**config.mk**
```make
export PLATFORM = sky130hd
export DESIGN_NAME = irq_arbiter
export DESIGN_NICKNAME = d
export VERILOG_FILES = /design/src/rtl/irq_arb_pkg.sv /design/src/rtl/irq_status_reg.sv /design/src/rtl/irq_prio_enc.sv /design/src/rtl/irq_take_ctl.sv /design/src/rtl/irq_arbiter.sv
export SDC_FILE = /design/constraint.sdc
export NUM_CORES = 1
export LEC_CHECK = 0
export ABC_AREA = 0
export BUFFER_PORTS_ARGS = -buffer_cell sky130_fd_sc_hd__buf_2
export CELL_PAD_IN_SITES_DETAIL_PLACEMENT = 1
export CELL_PAD_IN_SITES_GLOBAL_PLACEMENT = 2
export CORE_MARGIN = 1
export CORE_UTILIZATION = 31
export DETAILED_ROUTE_END_ITERATION = 10
export PLACE_DENSITY = 0.77
export SLEW_MARGIN = 40
export SYNTH_ARGS = -nofsm -noshare
export SYNTH_HDL_FRONTEND = slang
export SYNTH_SLANG_ARGS = --single-unit
```
**constraint.sdc**
```tcl
create_clock -name clk -period 1.73 [get_ports clk]
set_clock_uncertainty 0.15 [all_clocks]
set_input_delay 0.173 -clock clk [delete_from_list [all_inputs] [get_ports clk]]
set_output_delay 0.173 -clock clk [all_outputs]
set_load 0.005 [all_outputs]
```
**src/rtl/irq_arb_pkg.sv**
```systemverilog
// Shared sizing constants for the interrupt arbitration unit.
// Assumes the software-interrupt bits occupy the lowest status positions.
package irq_arb_pkg;
    localparam int unsigned IRQ_LINES = 13;
    localparam int unsigned IRQ_SW    = 2;
    localparam int unsigned IRQ_IDX_W = 4;
endpackage

```
**src/rtl/irq_status_reg.sv**
```systemverilog
// Interrupt status field.
// Each bit copies the level of its line when an indexed level event names it.
// The lowest NSW bits are software interrupts: reset clears them and a software
// write may replace them. The other bits have no reset, so they hold their line
// levels through reset. Assumes at most one level event per cycle.
module irq_status_reg #(
    parameter int unsigned N   = 13,
    parameter int unsigned NSW = 2,
    parameter int unsigned IW  = 4
) (
    input  logic           clk,
    input  logic           rst_n,
    input  logic           lvl_valid_i,
    input  logic [IW-1:0]  lvl_idx_i,
    input  logic           lvl_value_i,
    input  logic           sw_we_i,
    input  logic [NSW-1:0] sw_bits_i,
    output logic [N-1:0]   status_o
);
    for (genvar i = 0; i < N; i++) begin : g_bit
        logic hit;
        assign hit = lvl_valid_i && (lvl_idx_i == IW'(i));
        if (i < NSW) begin : g_sw
            // Software bit: reset clears it; a level event wins over a software write.
            always_ff @(posedge clk) begin
                if (!rst_n)       status_o[i] <= 1'b0;
                else if (hit)     status_o[i] <= lvl_value_i;
                else if (sw_we_i) status_o[i] <= sw_bits_i[i];
            end
        end else begin : g_hw
            // Hardware bit: follows its line at all times, including during reset.
            always_ff @(posedge clk) begin
                if (hit) status_o[i] <= lvl_value_i;
            end
        end
    end

    // An out-of-range event with no software write leaves the field untouched.
    assert_ignore_R2: assert property (@(posedge clk) disable iff (!rst_n)
        (lvl_valid_i && (32'(lvl_idx_i) >= N) && !sw_we_i) |=> $stable(status_o));

    // The software bits are zero after any reset cycle.
    assert_sw_reset_R8: assert property (@(posedge clk)
        !rst_n |=> (status_o[NSW-1:0] == '0));
endmodule

```
**src/rtl/irq_prio_enc.sv**
```systemverilog
// Priority encoder over the masked status. The highest set index wins.
// When no bit is set, the index is 0 and pending is low.
// Purely combinational; assumes N fits in IW bits.
module irq_prio_enc #(
    parameter int unsigned N  = 13,
    parameter int unsigned IW = 4
) (
    input  logic          clk,
    input  logic          rst_n,
    input  logic [N-1:0]  masked_i,
    output logic          pending_o,
    output logic [IW-1:0] vec_o
);
    // Scan upward so that the last set bit seen, the highest, wins.
    always_comb begin
        vec_o = '0;
        for (int i = 0; i < N; i++) begin
            if (masked_i[i]) vec_o = IW'(i);
        end
    end

    // Pending whenever any masked bit is set.
    assign pending_o = |masked_i;

    // The winner is set and no higher bit is set.
    assert_winner_R5: assert property (@(posedge clk) disable iff (!rst_n)
        pending_o |-> ((masked_i >> vec_o) == N'(1)));
endmodule

```
**src/rtl/irq_take_ctl.sv**
```systemverilog
// Registered take-interrupt request.
// The global enable counts only outside debug mode. An acknowledge forces the
// request low for the following cycle. Assumes the entry logic clears the
// global enable after it acknowledges, so the request does not come back.
module irq_take_ctl (
    input  logic clk,
    input  logic rst_n,
    input  logic gie_i,
    input  logic dbg_i,
    input  logic pending_i,
    input  logic ack_i,
    output logic take_o
);
    logic global_en;

    // Debug mode overrides the global enable.
    assign global_en = gie_i && !dbg_i;

    // Request register: clear on reset or acknowledge, else track enabled pending.
    always_ff @(posedge clk) begin
        if (!rst_n)     take_o <= 1'b0;
        else if (ack_i) take_o <= 1'b0;
        else            take_o <= global_en && pending_i;
    end

    assert_ack_drop_R7: assert property (@(posedge clk) disable iff (!rst_n)
        ack_i |=> !take_o);
    assert_dbg_gate_R6: assert property (@(posedge clk) disable iff (!rst_n)
        dbg_i |=> !take_o);
    assert_gie_gate_R6: assert property (@(posedge clk) disable iff (!rst_n)
        !gie_i |=> !take_o);
endmodule

```
**src/rtl/irq_arbiter.sv**
```systemverilog
// Interrupt pending and arbitration top.
// Holds the status field and the local enable field. The masked status drives
// the wake indication and the winning vector combinationally, and drives the
// take request through one register. Exception entry and register saving are
// done elsewhere.
module irq_arbiter
    import irq_arb_pkg::*;
#(
    parameter int unsigned N   = IRQ_LINES,
    parameter int unsigned NSW = IRQ_SW,
    parameter int unsigned IW  = IRQ_IDX_W
) (
    input  logic           clk,
    input  logic           rst_n,
    input  logic           lvl_valid_i,
    input  logic [IW-1:0]  lvl_idx_i,
    input  logic           lvl_value_i,
    input  logic           sw_we_i,
    input  logic [NSW-1:0] sw_bits_i,
    input  logic           lie_we_i,
    input  logic [N-1:0]   lie_wdata_i,
    input  logic           gie_i,
    input  logic           dbg_i,
    input  logic           ack_i,
    output logic           take_o,
    output logic [IW-1:0]  vec_o,
    output logic           wake_o
);
    logic [N-1:0] status;
    logic [N-1:0] lie_q;
    logic [N-1:0] masked;
    logic         pending;

    irq_status_reg #(.N(N), .NSW(NSW), .IW(IW)) u_status (
        .clk         (clk),
        .rst_n       (rst_n),
        .lvl_valid_i (lvl_valid_i),
        .lvl_idx_i   (lvl_idx_i),
        .lvl_value_i (lvl_value_i),
        .sw_we_i     (sw_we_i),
        .sw_bits_i   (sw_bits_i),
        .status_o    (status)
    );

    // Local enable field: cleared by reset, replaced whole by a write.
    always_ff @(posedge clk) begin
        if (!rst_n)        lie_q <= '0;
        else if (lie_we_i) lie_q <= lie_wdata_i;
    end

    // Only locally enabled status bits take part.
    assign masked = status & lie_q;

    irq_prio_enc #(.N(N), .IW(IW)) u_prio (
        .clk       (clk),
        .rst_n     (rst_n),
        .masked_i  (masked),
        .pending_o (pending),
        .vec_o     (vec_o)
    );

    irq_take_ctl u_take (
        .clk       (clk),
        .rst_n     (rst_n),
        .gie_i     (gie_i),
        .dbg_i     (dbg_i),
        .pending_i (pending),
        .ack_i     (ack_i),
        .take_o    (take_o)
    );

    // Wake ignores the global enable and debug mode.
    assign wake_o = pending;

    assert_idle_vec_R5: assert property (@(posedge clk) disable iff (!rst_n)
        !wake_o |-> (vec_o == '0));
    assert_take_needs_wake_R4: assert property (@(posedge clk) disable iff (!rst_n)
        (take_o && !$past(ack_i) && $past(wake_o)) |-> $past(gie_i));
endmodule

```
==> results by group <==
Floorplanning
  – Die Y-Extent: 64.5 µm
  – DIE AREA: 4170 µm²
  – FP Rows: 22
  – IO Pins: 34
  – Core box area: 3720 µm²
  – Die W: 64.5 µm
  – Initial Util: 0.326

Setup path
  – Largest stage delay, worst path: 0.41 ns
  – Crit path max-delay family: compound AO/OA/AOI/OAI gates
  – Reg2Reg Capture Point: u_take.take_o
  – Critical-path cell list: a22o_1, a221oi_2, nand3_1, or2_4, buf_6
  – CP Class: reg -> out
  – Slowest CP cell: edfxtp_1
  – Reg2reg path depth: 4
  – Required time of the worst setup path: 1.41 ns
  – Worst endpoint data arrival time: 1.63 ns
  – Worst setup EP type: output pin
  – R2R Path Start: u_status.status_o[6]
  – Crit path depth: 5
  – Reg2reg setup slack: 0.30 ns
  – Worst Path Buf+Inv: 1
  – CP Max Fanout: 2
  – Worst Setup Start Kind: flip-flop

Synth
  – Largest family of logic cells by synthesized area: simple AND/OR/NAND/NOR gates
  – Netlist cell types: 31
  – Post-Synth XOR/XNOR Area: 0
  – Sequential-to-total area share from yosys stat: 0.537
  – Post-synthesis adder-cell area fraction: 0
  – Post-synthesis simple-gate area fraction: 0.191
  – Multiplexer share of the synthesized area: 0.124
  – Avg Inst Size Synth: 11.0 µm²
  – Mapped Nets: 138
  – Syn. warnings: 0
  – Synth Register Bits: 27
  – Post-Synthesis Cells: 110
  – Mapped Area: 1210 µm²
  – Synth Area in Compound Gates: 0.133

Cells and area
  – Antenna Cells: 0
  – Fraction of layout cells with a size suffix above 1: 0.303
  – Nets: 174
  – Fin area: 1500 µm²
  – Layout area overhead: 23.3%
  – Fillers: 444
  – FF/Latch Area: 651 µm²
  – Final core utilization: 0.402
  – Footprint of the multi-input gates: 552 µm²

GRT
  – Global-route wire length before repair: 4500 µm
  – Met2 usage: 0.234
  – GRT overflow: 0
  – Initial antenna violation count: 0
  – Total track usage: 0.142
  – Met3 Use GR: 0.0246
  – GRT Max-Usage Layer: met2
  – Number of global-route vias before repair: 928
  – Met1 usage: 0.190
  – Largest net degree at the start of global routing: 17

Drt
  – Routed via count: 948
  – DR vias/cell: 4.91
  – Average wire per standard cell: 14.2 µm
  – Antenna Nets Post-Route: 0
  – DRC Markers: 0
  – Pre-antenna DRT Iters: 2
  – WL final: 2740 µm
  – 1st-iter DRT viols: 21

CTS
  – Clk root buf: clkbuf_8
  – CTS sink cnt: 27
  – Buffer depth of the longest clock path: 2
  – H-tree Lvls: 1
  – CTS buffer count: 3
  – Worst-skew pair later-pin latency: 0.27 ns
  – CTS tree: built
  – Worst-path clk slew: 0.10 ns

Place
  – Number of port buffers: 33
  – Final GP Congestion: 0.798
  – Cell Area, Placed: 1430 µm²
  – Post-DP HPWL: 2140 µm
  – Place WS: 0.0153 ns

STA
  – Final Cycle Share: 1.13
  – Final Hold Viols: 0
  – Worst Max-Slew Pin Slew: 0.410 ns
  – Hold slack: 0.00568 ns
  – Slew HR: 0.726
  – Final setup fails: 4
  – Top achievable clock speed: 512 MHz
  – Fin worst setup slack: -0.224 ns
  – Setup TNS: -0.413 ns
  – Setup repair after global routing missed its margin: true
  – Final min period: 1.95 ns
  – Final number of max-transition violations: 0

Hold path
  – Min-Delay Path Depth: 3
  – Hold_sp: lie_wdata_i[9]
  – Worst min-delay path class: in -> reg
  – Hold Path Sink: lie_q[9]

Power and ir drop
  – Max VDD drop: 0.000340 V
  – Pwr dens: 831 nW/µm²
  – Static leakage: 0.614 nW

Flow run
  – Max_cap viols: 0

Outcome
  – Failing checks: setup timing
  – Status: finished with violations
==> registers in the layout, summed over array words and instances, names as in the netlist <==
signal             count
u_take.take_o          1
lie_q                 13
u_status.status_o     13
==> worst register-to-register path, delay by kind of cell, from the launching register on <==
family / cells / cell delay, ns
and+or+nand+nor: 1 / 0.14
AOI/OAI and AO/OA: 3 / 0.64
DFF: 1 / 0.41
==> per-stage QoR <==
stage / power (mW) / std cells
2_1_floorplan: 0.810 / 110
3_3_place_gp: 0.879 / 188
3_5_place_dp: 0.887 / 188
4_1_cts: 1.24 / 192
5_1_grt: 1.30 / 193
6_report: 1.24 / 193
==> final cells by class <==
cell class / instances / share of cell area
Timing Repair Buffer: 35 / 0.125
Sequential cell: 27 / 0.435
Tap cell: 48 / 0.0402
Multi-Input combinational cell: 79 / 0.369
Clock inverter: 1 / 0.00335
Clock buffer: 3 / 0.0276
==> how the worst max path moves through the flow <==
| stage | startpoint | to | slack [ns] |
|---|---|---|---|
| floorplan | u_status.status_o[6] | wake_o | 0.20 |
| global route | u_status.status_o[6] | wake_o | -0.31 |
| finish | u_status.status_o[6] | wake_o | -0.22 |
| detailed placement | u_status.status_o[6] | wake_o | 0.02 |
| global placement | u_status.status_o[6] | wake_o | 0.07 |
| CTS | u_status.status_o[6] | wake_o | -0.21 |
==> timing repair <==
| action | in CTS | in global routing |
|---|---|---|
| pin swaps | 3 | 3 |
| setup endpoints to repair | 4 | 5 |
| buffers inserted | 1 | 1 |
| hold buffers | 0 | 0 |
| gates cloned | 0 | 0 |
| hold endpoints to repair | 0 | 0 |
| gates resized for setup | 2 | 3 |
==> placed cells by master, fill, tap and decap left out, types with 2 or more instances in the layout <==
master	n
o311a_1	2
mux2i_1	15
nor2_1	11
a22oi_1	2
buf_2	32
dfxtp_1	16
nand2b_1	2
a32oi_1	2
clkbuf_8	3
nand2_1	6
nand3_1	3
buf_4	2
nor2b_1	13
o21ai_1	3
edfxtp_1	11
nand3b_1	2
==> layer usage <==
layer / vias to the layer above / routed length, µm / share of wire
met5: - / 0 / 0
met2: 21 / 1270 / 0.46
met1: 449 / 1340 / 0.49
li1: 476 / - / -
met3: 2 / 105 / 0.038
met4: 0 / 31 / 0.011
==> logic make-up after synthesis <==
group,after synthesis
buf+inv,4
simple gates,43
mux,15
compound gates,21
flops,27
==> Yosys cell counts (all sizes together) <==
library cell  count  share of area
nand2             6          0.019
clkbuf            1         0.0031
o21a              1         0.0062
a31oi             1         0.0052
edfxtp           11           0.27
o211ai            1         0.0062
or3b              1         0.0072
a21oi             2         0.0083
nand3b            2          0.012
a32oi             2          0.014
a21boi            1         0.0062
a22o              1         0.0072
o21ai             4          0.017
a221oi            2          0.020
or2               2          0.010
nor2b            13          0.067
nor4bb            1         0.0083
mux2i            15           0.12
dfxtp            16           0.26
a221o             1         0.0083
a211oi            1         0.0062
buf               3          0.012
nand2b            2          0.010
nand3             3          0.012
nor2             11          0.034
nand4             1         0.0052
o311a             2          0.017
and2              1         0.0052
a22oi             2          0.012
==> power by group <==
group	total, mW	leakage, nW	switching (mW)	internal [mW]
Combinational	0.173	0.357	0.0798	0.0931
Clock	0.361	0.0255	0.200	0.161
Sequential	0.709	0.231	0.0207	0.688
Total	1.24	0.614	0.300	0.943
(Power assumes the default switching activity.)
